File: src/rtl/fb_scanout_ctrl.sv
module fb_scanout_ctrl #(
  parameter int H_ACTIVE = 600,
  parameter int V_ACTIVE = 600,
  parameter int ADDR_W   = 19,
  parameter int DATA_W   = 24
) (
  input  logic              clk,
  input  logic              rst,
  input  logic              vga_mode,
  input  logic              h_active,
  input  logic              v_active,
  input  logic              hsync_in,
  input  logic              vsync_in,
  input  logic [DATA_W-1:0] sram_data,
  output logic [ADDR_W-1:0] sram_addr,
  output logic              pix_clk_out,
  output logic              de_out,
  output logic              hsync_out,
  output logic              vsync_out,
  output logic [DATA_W-1:0] pix_data_out
);

  localparam int FRAME_PIXELS = H_ACTIVE * V_ACTIVE;
  localparam logic [ADDR_W-1:0] LAST_ADDR = ADDR_W'(FRAME_PIXELS - 1);

  logic              de_q, v_q, hs_q, vs_q;
  logic [ADDR_W-1:0] addr_q;
  logic              vblank_start;

  assign vblank_start = v_q & ~v_active;

  always_ff @(posedge clk) begin
    if (rst) begin
      de_q   <= 1'b0;
      v_q    <= 1'b0;
      hs_q   <= 1'b1;
      vs_q   <= 1'b1;
      addr_q <= '0;
    end else begin
      de_q <= h_active & v_active;
      v_q  <= v_active;
      hs_q <= hsync_in;
      vs_q <= vsync_in;
      if (vblank_start)
        addr_q <= '0;
      else if (de_q && addr_q != LAST_ADDR)
        addr_q <= addr_q + 1'b1;
    end
  end

  assign sram_addr    = addr_q;
  assign hsync_out    = hs_q;
  assign vsync_out    = vs_q;
  assign de_out       = vga_mode ? ~de_q : de_q;
  assign pix_clk_out  = vga_mode ? 1'b0 : clk;
  assign pix_data_out = de_q ? sram_data : '0;


  de_follow_chk: assert property (@(posedge clk) disable iff (rst)
    (h_active && v_active) |=> (de_out != vga_mode));


  addr_hold_chk: assert property (@(posedge clk) disable iff (rst)
    (!de_q && !(v_q && !v_active)) |=> $stable(sram_addr));


  addr_range_chk: assert property (@(posedge clk) disable iff (rst)
    sram_addr <= LAST_ADDR);


  vblank_clear_chk: assert property (@(posedge clk) disable iff (rst)
    (v_q && !v_active) |=> (sram_addr == '0));


  pix_zero_chk: assert property (@(posedge clk) disable iff (rst)
    !(h_active && v_active) |=> (pix_data_out == '0));


  sync_reg_chk: assert property (@(posedge clk) disable iff (rst)
    1'b1 |=> (hsync_out == $past(hsync_in) && vsync_out == $past(vsync_in)));

endmodule

File: config.mk
export PLATFORM = sky130hd
export DESIGN_NAME = fb_scanout_ctrl
export DESIGN_NICKNAME = d
export VERILOG_FILES = /design/src/rtl/fb_scanout_ctrl.sv
export SDC_FILE = /design/constraint.sdc
export NUM_CORES = 1
export LEC_CHECK = 0
export ABC_AREA = 1
export BUFFER_PORTS_ARGS = -buffer_cell sky130_fd_sc_hd__buf_2
export CAP_MARGIN = 20
export CORE_MARGIN = 5
export CORE_UTILIZATION = 49
export DETAILED_ROUTE_END_ITERATION = 8
export PLACE_DENSITY_LB_ADDON = 0.3
export SLEW_MARGIN = 20
export SYNTH_ARGS = -nofsm -noshare
export SYNTH_HDL_FRONTEND = slang
export SYNTH_SLANG_ARGS = --single-unit
File: constraint.sdc
create_clock -name clk -period 3.4 [get_ports clk]
set_input_delay 0.34 -clock clk [delete_from_list [all_inputs] [get_ports clk]]
set_output_delay 0.34 -clock clk [all_outputs]
set_load 0.02 [all_outputs]
==> metrics.md <==
| Metric | Value |
|---|---|
| Post-CTS resize count | 0 |
| R2R setup slack | 1.81 ns |
| Max-slew violations | 0 |
| Crit path largest cell delay | 0.18 ns |
| Largest cells by area after synthesis | dfxtp_1 (31%), nand2_1 (17%), inv_1 (10%) |
| GRT Total Usage | 0.187 |
| Warnings, synthesis | 0 |
| Hold Path Class | primary input to flip-flop |
| Starting Density | 0.502 |
| Finished Layout Cells | around 360 |
| Post-route ant nets | 0 |
| Via count | ~1700 |
| Cells after DPL | about 350 |
| DRC Markers | 0 |
| PD cells | 267 mW/mm² |
| Most frequent cells in the layout | buf_2 (77), nand2_1 (70), inv_1 (42) |
| Post-CTS setup buffer count | 0 |
| Initial antenna violation count | 0 |
| DRT iter0 DRCs | 62 |
| Avg Cell Area, Syn | around 6 µm² |
| Worst slew margin | 0.493 |
| Skew-Pair Late Insertion Delay | about 0.33 ns |
| Die height | 65.5 µm |
| Final-stage net count | 356 |
| Maxcap violations | 0 |
| CP arrival | 2.26 ns |
| Worst setup EP type | output pin |
| Vias in the first global route | 1538 |
| Port Buffers | 77 |
| RSZ-0062 raised after global routing | no |
| ANT cells | 0 |
| Clock root cell | clkbuf_4 |
| Syn Nets | 278 |
| H-tree depth | 1 |
| Lkg Pwr | 0.00119 µW |
| #FFs+latches synth | 23 |
| Worst-path maximum fanout | 13 |
| Setup violations, final | 0 |
| Critical path's slowest cell | clkbuf_4 |
| Core area | 0.00300 mm² |
| Setup CP Type | clock port to output pin |
| First-pass DRT Iterations | 6 |
| GPL Wtd Cong | roughly 0.83 |
| Synth Cell Area | 0.00151 mm² |
| Most common cell after layout, fill and taps aside | buf_2 |
| Status | complete, no violations |
| Area growth syn-to-layout | 29.3% |
| Final hold violation count | 0 |
| Seq/Total Area, Yosys | 0.305 |
| Synth top area share | 0.305 |
| Dominant cell type by area after synthesis | dfxtp_1 |
| Die Width | about 65 µm |
| Post-Syn Instances | 246 |
| Required time worst endpoint | a little over 3 ns |
| Bufs on Longest Clock Path | 2 |
| Tightest Pin Transition | 0.760 ns |
| WL/cell | 11.1 µm |
| Max VDD drop | 0.170 mV |
| Startpoint types | clock port |
| Share of layout cells above drive strength 1 | 0.325 |
| Clock transition at path regs | 0.12 ns |
| Crit-path cells | clkbuf_4, clkbuf_4, inv_1, nor2_1, buf_2 |
| Post-DP HPWL | 3.04 mm |
| CTS Hold Bufs | 0 |
| FP Rows | 20 |
| Largest net degree at the start of global routing | 40 |
| CTS tree | done |
| Setup tns final | 0 ns |
| Cell variety after synth | 31 |
| Post-route clock skew | about 0.011 ns |
| TritonCTS Buffers | 3 |
| Number of vias per cell | between 4 and 5 |
| Total wire length | 3.94 mm |
| I/O pin count | 78 |
| Gr ovfl total | 0 |
| CP dominant cell by count | clkbuf_4 |
| Die area | between 0.004 and 0.005 mm² |
| First-pass GRT wire length | 6.47 mm |
-- power by group --
group / total (µW) / leakage [µW] / internal [µW] / switching (µW)
Sequential: 275 / 0.000186 / 273 / 2.29
Clock: 177 / 0.0000331 / 72.6 / 105
Combinational: 69.0 / 0.000975 / 27.9 / 41.2
-- cells in the mapped netlist, drive strengths merged --
library cell  instances
dfxtp                23
ha                    1
inv                  45
buf                   5
nand3b                3
or2                   2
nand4                 3
o21ai                 4
o21bai                1
nand3                17
nand2                73
and3b                 1
a31oi                 1
nor3                  7
a21oi                14
xor2                  1
nor2                 44
clkinv                1
-- final timing paths --
kind	startpoint	to	depth (start not counted)
worst max-delay path	clk	pix_clk_out	5
worst min-delay path	vsync_in	vsync_out$_SDFF_PP1_	2
worst max register to register	de_q$_SDFF_PP0_	sram_addr[16]$_SDFFE_PP0P_	8
worst min register to register	sram_addr[7]$_SDFFE_PP0P_	sram_addr[7]$_SDFFE_PP0P_	1
-- per-stage QoR --
step	power, µW	worst slack [ns]	hold slack (ns)	utilization	cell area (µm²)
finish	521	0.799	0.195	0.650	1950
detailed placement	372	1.16	0.522	0.638	1910
global placement	370	1.16	0.508	0.638	1910
CTS	526	0.781	0.187	0.650	1950
floorplan	336	1.24	0.412	-	1510
global route	550	0.753	0.185	0.650	1950
-- state kept, by name (all words and copies together) (netlist names) --
register / cells
de_q: 1
hsync_out: 1
sram_addr: 19
v_q: 1
vsync_out: 1
-- per-layer routing --
layer | GRT usage | part of all wire
met1 | 0.206 | 0.41
met5 | 0 | 0
met4 | 0.0933 | 0.017
met3 | 0.0615 | 0.12
met2 | 0.320 | 0.45
-- logic make-up after synthesis --
kind of cell / count (synthesis) / synth area share
simple gates: 150 / 0.476
buf+inv: 51 / 0.133
xor+xnor: 1 / 0.00581
compound gates: 20 / 0.0713
flops: 23 / 0.305
fa+ha+maj: 1 / 0.00829
-- critical path, delay by kind of cell --
kind,cells,cell delay [ns]
buffers and inverters,4,0.52
AND/OR/NAND/NOR,1,0.03
-- layout make-up --
cell class	instances	area, µm²
Multi-Input combinational cell	172	847
Clock buffer	5	41.3
Timing Repair Buffer	77	388
Inverter	45	169
Clock inverter	1	3.75
Sequential cell	23	460
Tap cell	33	41.3
Fill cell	298	1050
No activity file was read; power rests on OpenSTA's default activity.
